`config.mk`:
```
export PLATFORM = sky130hd
export DESIGN_NAME = mw_eeprom
export DESIGN_NICKNAME = d
export VERILOG_FILES = /design/src/rtl/mw_pkg.sv /design/src/rtl/mw_rst_sync.sv /design/src/rtl/mw_edge.sv /design/src/rtl/mw_seq.sv /design/src/rtl/mw_array.sv /design/src/rtl/mw_eeprom.sv
export SDC_FILE = /design/constraint.sdc
export NUM_CORES = 2
export LEC_CHECK = 0
export ABC_AREA = 0
export BUFFER_PORTS_ARGS = -buffer_cell sky130_fd_sc_hd__buf_2
export CELL_PAD_IN_SITES_DETAIL_PLACEMENT = 1
export CELL_PAD_IN_SITES_GLOBAL_PLACEMENT = 1
export CORE_UTILIZATION = 38
export DETAILED_ROUTE_END_ITERATION = 10
export HOLD_SLACK_MARGIN = 0.1
export PLACE_DENSITY = 0.66
export SLEW_MARGIN = 20
export SYNTH_ARGS = -nofsm -noshare
export SYNTH_HDL_FRONTEND = slang
export SYNTH_SLANG_ARGS = --single-unit
```
`constraint.sdc`:
```
create_clock -name clk_i -period 62.7 [get_ports clk_i]
set_input_delay 3.135 -clock clk_i [delete_from_list [all_inputs] [get_ports clk_i]]
set_output_delay 3.135 -clock clk_i [all_outputs]
set_load 0.01 [all_outputs]
```
`src/rtl/mw_pkg.sv`:
```
package mw_pkg;

  typedef enum logic [1:0] {
    OP_EXT   = 2'b00,
    OP_WRITE = 2'b01,
    OP_READ  = 2'b10,
    OP_ERASE = 2'b11
  } mw_op_e;

  typedef enum logic [1:0] {
    SUB_WDIS = 2'b00,
    SUB_WALL = 2'b01,
    SUB_EALL = 2'b10,
    SUB_WEN  = 2'b11
  } mw_sub_e;

  typedef enum logic [2:0] {
    CM_NONE      = 3'd0,
    CM_ERASE_ONE = 3'd1,
    CM_ERASE_ALL = 3'd2,
    CM_AND_ONE   = 3'd3,
    CM_AND_ALL   = 3'd4
  } mw_commit_e;

  function automatic int addr_bits(input int words);
    return (words <= 64) ? 6 : 8;
  endfunction

endpackage

```
`src/rtl/mw_rst_sync.sv`:
```
module mw_rst_sync (
  input  logic clk_i,
  input  logic rst_ni,
  output logic rst_sync_no
);
  logic [1:0] stage_q;

  always_ff @(posedge clk_i or negedge rst_ni) begin
    if (!rst_ni) stage_q <= 2'b00;
    else         stage_q <= {stage_q[0], 1'b1};
  end

  assign rst_sync_no = stage_q[1];
endmodule

```
`src/rtl/mw_edge.sv`:
```
module mw_edge (
  input  logic clk_i,
  input  logic rst_ni,
  input  logic sel_i,
  input  logic sclk_i,
  output logic sel_rise_o,
  output logic sel_fall_o,
  output logic sclk_rise_o
);
  logic sel_q, sclk_q;

  always_ff @(posedge clk_i or negedge rst_ni) begin
    if (!rst_ni) begin
      sel_q  <= 1'b0;
      sclk_q <= 1'b0;
    end else begin
      sel_q  <= sel_i;
      sclk_q <= sclk_i;
    end
  end

  assign sel_rise_o  = sel_i & ~sel_q;
  assign sel_fall_o  = ~sel_i & sel_q;
  assign sclk_rise_o = sel_i & sclk_i & ~sclk_q;
endmodule

```
`src/rtl/mw_seq.sv`:
```
module mw_seq
  import mw_pkg::*;
#(
  parameter int WORDS = 64,
  parameter int DW    = 16
) (
  input  logic                       clk_i,
  input  logic                       rst_ni,
  input  logic                       sel_rise_i,
  input  logic                       sel_fall_i,
  input  logic                       sclk_rise_i,
  input  logic                       sdi_i,
  input  logic [DW-1:0]              rd_word_i,
  output logic [$clog2(WORDS)-1:0]   rd_idx_o,
  output mw_commit_e                 cm_o,
  output logic [$clog2(WORDS)-1:0]   cm_idx_o,
  output logic [DW-1:0]              cm_data_o,
  output logic                       sdo_o
);
  localparam int ABITS      = addr_bits(WORDS);
  localparam int IDXW       = $clog2(WORDS);
  localparam int T_ADDR_END = 4 + ABITS;
  localparam int T_END      = T_ADDR_END + DW;
  localparam int TW         = $clog2(T_END + 1);

  logic [TW-1:0]    tick_q, tick_d;
  mw_op_e           op_q, op_d;
  mw_sub_e          sub_q, sub_d;
  logic [ABITS-1:0] addr_q, addr_d, full_addr;
  logic [DW-1:0]    data_q, data_d;
  logic             dout_q, dout_d;
  logic             wen_q, wen_d;
  logic             upd_en;

  assign full_addr = {addr_q[ABITS-2:0], sdi_i};
  assign upd_en    = sel_rise_i | sel_fall_i | sclk_rise_i;

  always_comb begin
    tick_d = tick_q;
    op_d   = op_q;
    sub_d  = sub_q;
    addr_d = addr_q;
    data_d = data_q;
    dout_d = dout_q;
    wen_d  = wen_q;
    cm_o   = CM_NONE;
    if (sel_rise_i) begin
      tick_d = '0;
      op_d   = OP_EXT;
      sub_d  = SUB_WDIS;
      addr_d = '0;
    end else if (sel_fall_i) begin
      dout_d = 1'b1;
      if (wen_q) begin
        if (op_q == OP_EXT && sub_q == SUB_EALL)       cm_o = CM_ERASE_ALL;
        else if (op_q == OP_ERASE)                     cm_o = CM_ERASE_ONE;
        else if (tick_q == TW'(T_END)) begin
          if (op_q == OP_WRITE)                        cm_o = CM_AND_ONE;
          else if (op_q == OP_EXT && sub_q == SUB_WALL) cm_o = CM_AND_ALL;
        end
      end
    end else if (sclk_rise_i) begin
      if (tick_q == TW'(0)) begin
        tick_d = sdi_i ? TW'(2) : TW'(1);
      end else if (tick_q == TW'(1)) begin
        if (sdi_i) tick_d = TW'(2);
      end else if (tick_q < TW'(4)) begin
        tick_d = tick_q + TW'(1);
        op_d   = mw_op_e'({op_q[0], sdi_i});
      end else if (tick_q < TW'(T_ADDR_END)) begin
        tick_d = tick_q + TW'(1);
        addr_d = full_addr;
        if (tick_q == TW'(T_ADDR_END - 1)) begin
          addr_d = ABITS'(full_addr[IDXW-1:0]);
          if (op_q == OP_READ) dout_d = 1'b0;
          if (op_q == OP_EXT) begin
            sub_d = mw_sub_e'(full_addr[ABITS-1 -: 2]);
            if (full_addr[ABITS-1 -: 2] == SUB_WDIS) wen_d = 1'b0;
            if (full_addr[ABITS-1 -: 2] == SUB_WEN)  wen_d = 1'b1;
          end else begin
            data_d = rd_word_i;
          end
        end
      end else if (tick_q < TW'(T_END)) begin
        tick_d = tick_q + TW'(1);
        if (op_q == OP_READ) dout_d = data_q[DW-1];
        data_d = {data_q[DW-2:0], sdi_i};
      end
    end
  end

  always_ff @(posedge clk_i or negedge rst_ni) begin
    if (!rst_ni) begin
      tick_q <= '0;
      op_q   <= OP_EXT;
      sub_q  <= SUB_WDIS;
      addr_q <= '0;
      data_q <= '0;
      dout_q <= 1'b1;
      wen_q  <= 1'b0;
    end else if (upd_en) begin
      tick_q <= tick_d;
      op_q   <= op_d;
      sub_q  <= sub_d;
      addr_q <= addr_d;
      data_q <= data_d;
      dout_q <= dout_d;
      wen_q  <= wen_d;
    end
  end

  assign rd_idx_o  = full_addr[IDXW-1:0];
  assign cm_idx_o  = addr_q[IDXW-1:0];
  assign cm_data_o = data_q;
  assign sdo_o     = dout_q;


  tick_bound_chk: assert property (@(posedge clk_i) disable iff (!rst_ni)
    tick_q <= TW'(T_END));


  sdo_idle_after_fall_chk: assert property (@(posedge clk_i) disable iff (!rst_ni)
    sel_fall_i |=> sdo_o);


  sdo_low_only_read_chk: assert property (@(posedge clk_i) disable iff (!rst_ni)
    $fell(dout_q) |-> (op_q == OP_READ));


  wen_hold_chk: assert property (@(posedge clk_i) disable iff (!rst_ni)
    !sclk_rise_i |=> $stable(wen_q));


  no_commit_locked_chk: assert property (@(posedge clk_i) disable iff (!rst_ni)
    !wen_q |-> (cm_o == CM_NONE));
endmodule

```
`src/rtl/mw_array.sv`:
```
module mw_array
  import mw_pkg::*;
#(
  parameter int WORDS = 64,
  parameter int DW    = 16
) (
  input  logic                       clk_i,
  input  logic                       rst_ni,
  input  mw_commit_e                 cm_i,
  input  logic [$clog2(WORDS)-1:0]   idx_i,
  input  logic [DW-1:0]              data_i,
  input  logic [$clog2(WORDS)-1:0]   rd_idx_i,
  output logic [DW-1:0]              rd_word_o,
  input  logic [$clog2(WORDS)-1:0]   bd_addr_i,
  input  logic [DW-1:0]              bd_wdata_i,
  input  logic                       bd_we_i,
  output logic [DW-1:0]              bd_rdata_o
);
  localparam int IDXW = $clog2(WORDS);

  logic [WORDS-1:0][DW-1:0] words;
  logic                     any_en;

  assign any_en = (cm_i != CM_NONE) | bd_we_i;

  for (genvar g = 0; g < WORDS; g++) begin : g_word
    logic [DW-1:0] q, d;
    logic          hit, bd_hit;

    assign hit    = (idx_i == IDXW'(g));
    assign bd_hit = bd_we_i && (bd_addr_i == IDXW'(g));

    always_comb begin
      d = q;
      unique case (cm_i)
        CM_ERASE_ALL: d = '1;
        CM_AND_ALL:   d = q & data_i;
        CM_ERASE_ONE: if (hit) d = '1;
        CM_AND_ONE:   if (hit) d = q & data_i;
        default:      if (bd_hit) d = bd_wdata_i;
      endcase
    end

    always_ff @(posedge clk_i or negedge rst_ni) begin
      if (!rst_ni)     q <= '1;
      else if (any_en) q <= d;
    end

    assign words[g] = q;
  end

  assign rd_word_o  = words[rd_idx_i];
  assign bd_rdata_o = words[bd_addr_i];


  erase_one_chk: assert property (@(posedge clk_i) disable iff (!rst_ni)
    (cm_i == CM_ERASE_ONE) |=> (words[$past(idx_i)] == '1));


  and_one_chk: assert property (@(posedge clk_i) disable iff (!rst_ni)
    (cm_i == CM_AND_ONE) |=> (words[$past(idx_i)] == ($past(words[idx_i]) & $past(data_i))));


  erase_all_chk: assert property (@(posedge clk_i) disable iff (!rst_ni)
    (cm_i == CM_ERASE_ALL) |=> (words[0] == '1 && words[WORDS-1] == '1));


  backdoor_store_chk: assert property (@(posedge clk_i) disable iff (!rst_ni)
    (bd_we_i && cm_i == CM_NONE) |=> (words[$past(bd_addr_i)] == $past(bd_wdata_i)));
endmodule

```
`src/rtl/mw_eeprom.sv`:
```
module mw_eeprom
  import mw_pkg::*;
#(
  parameter int WORDS = 64
) (
  input  logic                     clk_i,
  input  logic                     rst_ni,
  input  logic                     sel_i,
  input  logic                     sclk_i,
  input  logic                     sdi_i,
  output logic                     sdo_o,
  input  logic [$clog2(WORDS)-1:0] bd_addr_i,
  input  logic [15:0]              bd_wdata_i,
  input  logic                     bd_we_i,
  output logic [15:0]              bd_rdata_o
);
  localparam int DW   = 16;
  localparam int IDXW = $clog2(WORDS);

  if (!(WORDS == 16 || WORDS == 64 || WORDS == 128 || WORDS == 256)) begin : g_bad_words
    $error("mw_eeprom: WORDS must be 16, 64, 128 or 256");
  end

  logic            rst_sync_n;
  logic            sel_rise, sel_fall, sclk_rise;
  logic [IDXW-1:0] rd_idx, cm_idx;
  logic [DW-1:0]   rd_word, cm_data;
  mw_commit_e      cm;

  mw_rst_sync u_rst (
    .clk_i      (clk_i),
    .rst_ni     (rst_ni),
    .rst_sync_no(rst_sync_n)
  );

  mw_edge u_edge (
    .clk_i      (clk_i),
    .rst_ni     (rst_sync_n),
    .sel_i      (sel_i),
    .sclk_i     (sclk_i),
    .sel_rise_o (sel_rise),
    .sel_fall_o (sel_fall),
    .sclk_rise_o(sclk_rise)
  );

  mw_seq #(.WORDS(WORDS), .DW(DW)) u_seq (
    .clk_i      (clk_i),
    .rst_ni     (rst_sync_n),
    .sel_rise_i (sel_rise),
    .sel_fall_i (sel_fall),
    .sclk_rise_i(sclk_rise),
    .sdi_i      (sdi_i),
    .rd_word_i  (rd_word),
    .rd_idx_o   (rd_idx),
    .cm_o       (cm),
    .cm_idx_o   (cm_idx),
    .cm_data_o  (cm_data),
    .sdo_o      (sdo_o)
  );

  mw_array #(.WORDS(WORDS), .DW(DW)) u_array (
    .clk_i     (clk_i),
    .rst_ni    (rst_sync_n),
    .cm_i      (cm),
    .idx_i     (cm_idx),
    .data_i    (cm_data),
    .rd_idx_i  (rd_idx),
    .rd_word_o (rd_word),
    .bd_addr_i (bd_addr_i),
    .bd_wdata_i(bd_wdata_i),
    .bd_we_i   (bd_we_i),
    .bd_rdata_o(bd_rdata_o)
  );
endmodule

```
After elaboration in Yosys (flattened, before gate mapping)
Index checks and enable logic that the tools add are counted.

Register bits: 1061. Bits in latches: 0. Bits in writable memories: 0. ROM bits: 0. Input port bits: 28. Output and inout port bits: 17. Word-level logic and storage cells: 971. Memories: 0.

Add/sub/neg operators: 1. $mul: 0. Divide/modulo/power cells: 0. $lt $le $gt $ge: 5. Eq/ne operators: 278. Shifts and indexed selects: 0. Muxes and demuxes: 316. Bitwise gates (word level): 79. Reductions and logical operators: 218.

Operator list (number): one-hot mux 16 bit (4 select lines) (64); two-way mux 16 bit (198); bitwise AND 16 bit (64); == test 6 bit (second input constant) (64); nonzero test 5 bit (64); inequality test 2 x 1 -> 1 bit (second input constant) (135); AND reduction 4 bit (64); binary-select mux 16 bit (select 6 bit) (2); == test 6 x 5 -> 1 bit (second input constant) (32); == test 6 x 4 -> 1 bit (second input constant) (16); logical AND 1 bit (66); == test 6 x 3 -> 1 bit (second input constant) (8); two-way mux 5 bit (9); two-way mux 6 bit (7); two-way mux 2 bit (16); == test 6 x 2 -> 1 bit (second input constant) (4); two-way mux 3 bit (8); AND reduction 9 bit (2); nonzero test 2 bit (9); less-than comparator 6 x 7 -> 1 bit (second input constant) (2); == test 6 x 1 -> 1 bit (second input constant) (2); logical NOT 6 bit (2); two-way mux 1 bit (12); AND reduction 11 bit (1); 26 further kinds (46).

Depth between registers and ports, before layout
Word-level depth: 13. Gate-level depth with buffers: 13. Depth with buffers taken out: 8.

Cells and area by module
A second synthesis with hierarchy kept.

Cells, all modules: 5163. Area total of the unflattened synthesis: 57869.3 sq um.

Modules (own cells, without submodules): mw_array (instances 1, cells an instance 4985, area an instance 55782.2 sq um, seq. area each 26905.8 sq um); mw_seq (instances 1, cells an instance 170, area an instance 1961.9 sq um, seq. area each 827.0 sq um); mw_edge (instances 1, cells an instance 5, area an instance 71.3 sq um, seq. area each 50.0 sq um); mw_rst_sync (instances 1, cells an instance 3, area an instance 53.8 sq um, seq. area each 50.0 sq um).

Least setup slack after synthesis
Ideal clock, no wire load.

Path kind: input to output. From: input bd_addr_i[0]. To: output bd_rdata_o[0]. Data arrival time: 5.269 ns. Required time: 59.565 ns. Path slack: 54.296 ns. Cell stages on the path: 5. Path buffers: 2. Cells stage by stage: buf_6 -> buf_1 -> mux4_2 -> mux4_2 -> mux4_2.

Longest elaborated chain between the ends: 2.

RTL lines: start: declaration (line mw_eeprom.sv:12) `input logic [$clog2(WORDS)-1:0] bd_addr_i,`; binary-select mux 16 bit (select 6 bit) (line mw_array.sv:53) `assign bd_rdata_o = words[bd_addr_i];`; two-way mux 16 bit (implied by the code) (line mw_array.sv:53); end: declaration (line mw_eeprom.sv:15) `output logic [15:0] bd_rdata_o`.

Every way passes these cells. The select of a mux whose other input is x is not followed.

Worst setup path after layout
From: input bd_addr_i[0]. To: output bd_rdata_o[2].

The elaborated chain is that of the path after synthesis.

==> flow_metrics.py <==
metrics = {
    "clocking": {
        "tritoncts_clock_tree": "done",
        "clkTransAtPathRegs_ns": 0.06,
        "ctsRootBufferMaster": "sky130_fd_sc_hd__clkbuf_16",
        "ctsResizeCount": 0,
        "clk-insertion-delay-late_ns": 0.81,
        "post-cts-setup-buffer-count": 0,
        "htree_num_levels": 3,
        "cts.path.max_buffers": 3,
        "cts_sinks": 1061,
        "post_cts_hold_buffer_count": 0,
        "numCtsBuffers": 120,
    },
    "placement": {
        "instance_area_at_placement_um2": 64000,
        "dp.final_hpwl_um": 211000,
        "numPortBuffers": 44,
        "gp_congestion": 1.01,
    },
    "synth": {
        "number_of_cells_produced_by_synthesis": 5099,
        "synth_nets": 5134,
        "async_flop_share_pct": 100,
        "postSynthAreaPerCell_um2": 12.1,
        "share_of_synthesized_area_occupied_by_flip_flops_and_latches_pct": 45.1,
        "synth.cell_area_um2": 61700,
        "ys_warnings": 0,
        "synth_edf_count": 0,
        "post-synth-top-area-fraction_pct": 43.7,
        "synth-seq-cells": 1061,
        "top_cells_by_area_synth": "sky130_fd_sc_hd__dfstp_2 44%, sky130_fd_sc_hd__mux4_2 22%, sky130_fd_sc_hd__o31ai_1 12%",
        "synth_top_flop_cell": "sky130_fd_sc_hd__dfstp_2",
        "synth.top_cells.by_count": "1025 x sky130_fd_sc_hd__dfstp_2, 1025 x sky130_fd_sc_hd__o31ai_1, 910 x sky130_fd_sc_hd__o21ai_0, 602 x sky130_fd_sc_hd__mux4_2, 354 x sky130_fd_sc_hd__clkbuf_1",
        "netlist-cell-type-count": 57,
        "synth_top_area_cell": "sky130_fd_sc_hd__dfstp_2",
    },
    "route": {
        "postRouteAntennaNets": 0,
        "detailedRoute.firstIterationViolations": 6859,
        "vias": 53700,
        "routed_wl_um": 308000,
        "detailedRoute.firstPassIterationCount": 7,
        "detail_route.drc_violations": 0,
        "wire_per_inst_um": 43.4,
        "route.detailed.vias_per_inst": 7.56,
    },
    "worst_setup_path": {
        "crit_fanout": 77,
        "timing.critical_path.required_ns": 59.56,
        "crit_type": "in2out",
        "worst_path_arrival_ns": 9.15,
        "cp-start-kind": "primary input",
        "endpoint_kind": "primary output",
    },
    "floorplanning": {
        "die_w_um": 405,
        "core.rowCount": 147,
        "die_y_extent_um": 405,
        "initial_core_util_pct": 38.3,
        "floorplan.core_area_um2": 161000,
        "die-area_um2": 164000,
        "io-pin-count": 45,
    },
    "global_route": {
        "top_usage_layer": "met2",
        "globalRouteMet3Util_pct": 9.27,
        "maximum_number_of_pins_on_one_net_before_global_route_repair": 157,
        "overall_global_routing_usage_pct": 37.6,
        "grt_util_met2_pct": 57.5,
        "initial_antenna_violation_count": 36,
        "globalRoute.totalOverflow": 0,
        "global_route_wire_length_before_repair_um": 434000,
        "gr-usage-met1_pct": 44.1,
        "first_global_vias": 54100,
    },
    "run_status": {
        "run_status": "complete, no violations",
    },
    "sta": {
        "final.setup_skew_ns": 0.0451,
        "timing.final.crit_share_pct": 19.6,
        "setup_repair_after_global_routing_missed_its_margin": "no",
        "report.final.slew_viol_count": 0,
        "fin_crit_ns": 12.29,
        "final.setup.tns_ns": 0,
        "fin_hold_viols": 0,
        "slew_headroom_pct": 7.89,
        "whs_ns": 0.359,
        "setup_violations": 0,
        "maxClockFrequency_mhz": 81.4,
        "measured_slew_at_the_worst_slew_check_pin_ns": 1.38,
    },
    "finish": {
        "final_layout_size_suffix_gt1_share_pct": 46.9,
        "final_net_count": 4857,
        "layout_area_growth_over_synthesis_pct": 10.2,
        "final_design_area_no_fill_um2": 68000,
        "fillers": 16700,
    },
    "pwr": {
        "power.density_nw_per_um2": 30.7,
        "power.static_leakage_nw": 22.1,
        "fin_total_pwr_mw": 2.09,
        "peakVddDrop_v": 0.0000334,
    },
    "hold_path": {
        "hold_path_class": "reg2reg",
    },
    "job": {
        "max_cap_viol_count": 0,
    },
}
## flip-flops by register name, indices dropped and copies added (netlist names)
signal            flops
u_seq.tick_q          5
u_edge.sclk_q         1
u_seq.sub_q           2
u_seq.sdo_o           1
u_seq.op_q            2
u_array.g_word.q   1024
u_edge.sel_q          1
u_seq.wen_q           1
u_seq.cm_data_o      16
u_seq.cm_idx_o        6
u_rst.stage_q         2
## power breakdown
group          internal (mW)  total [mW]  switching (mW)
Sequential             0.791       0.894           0.102
Clock                  0.409       0.721           0.313
Combinational          0.173       0.474           0.300
Total                   1.37        2.09           0.715
## per-stage QoR
step / setup WS (ns) / util (%) / instances
6_report: 50.41 / 42.2 / 7098
5_1_grt: 49.82 / 42.2 / 7083
4_1_cts: 50.29 / 42.2 / 7082
3_5_place_dp: 50.30 / 39.7 / 6860
3_3_place_gp: 50.41 / 39.7 / 6860
2_1_floorplan: 32.73 / - / 5099
## critical path: stages
cell	delay, ns
sky130_fd_sc_hd__buf_8	0.63
sky130_fd_sc_hd__buf_4	0.82
sky130_fd_sc_hd__buf_4	0.79
sky130_fd_sc_hd__buf_4	0.78
sky130_fd_sc_hd__buf_4	0.87
sky130_fd_sc_hd__mux4_2	0.62
sky130_fd_sc_hd__mux4_2	0.61
sky130_fd_sc_hd__mux4_2	0.56
sky130_fd_sc_hd__buf_2	0.17
## cell usage in the layout (no fill, tap or decap), drive strengths merged, types with 32 or more instances in the layout
master / synthesis / final
nor2: 110 / 110
a22oi: 75 / 75
nand2: 47 / 47
buf: 318 / 273
o31ai: 1025 / 1025
clkbuf: 354 / 177
clkinv: 0 / 32
or2: 67 / 67
dfrtp: 36 / 36
dfstp: 1025 / 1025
o21ai: 1045 / 1045
a21oi: 171 / 171
mux4: 602 / 602
mux2i: 33 / 33
## final cells by class
cell class / instances / area, µm² / area share (%)
sequential: 1061 / 27800 / 41.0
multi-input combinational: 3349 / 31300 / 46.1
inverter: 17 / 63.8 / 0.0939
clock inverter: 45 / 424 / 0.624
tap: 2160 / 2700 / 3.98
clock buffer: 177 / 3530 / 5.19
antenna: 16 / 40.0 / 0.0589
timing repair buffer: 273 / 2020 / 2.98
## kinds of logic (layout without fill, tap and decap cells)
kind of cell    count (synthesis)  after routing  synth area share [%]
compound gates               2399           2399                  24.8
flops                        1061           1061                  45.1
buf+inv                       689            512                  4.95
mux                           641            641                  22.6
simple gates                  301            301                  2.40
fa+ha+maj                       7              7                 0.142
other cells                     1             17               0.00608
## path summary, 6_finish.rpt
path / endpoint / depth (start not counted) / slack, ns / startpoint
setup / recovery: bd_rdata_o[2] / 9 / 50.41 / bd_addr_i[0]
hold / removal: u_rst.stage_q[1] / 0 / 0.36 / u_rst.stage_q[0]
setup reg to reg: u_seq.cm_data_o[14] / 8 / 57.10 / u_seq.cm_idx_o[1]
hold reg to reg: u_rst.stage_q[1] / 0 / 0.36 / u_rst.stage_q[0]
max in group asynchronous: u_array.g_word[2].q[12] / 4 / 58.24 / u_rst.stage_q[1]
min in group asynchronous: u_array.g_word[34].q[8] / 0 / 0.95 / u_rst.stage_q[1]
## per-layer routing
layer,wire [µm],part of all wire [%]
met5,164,0.053
met4,34600,11
met3,28100,9.1
met2,138000,45
met1,107000,35
(Power assumes the default switching activity.)
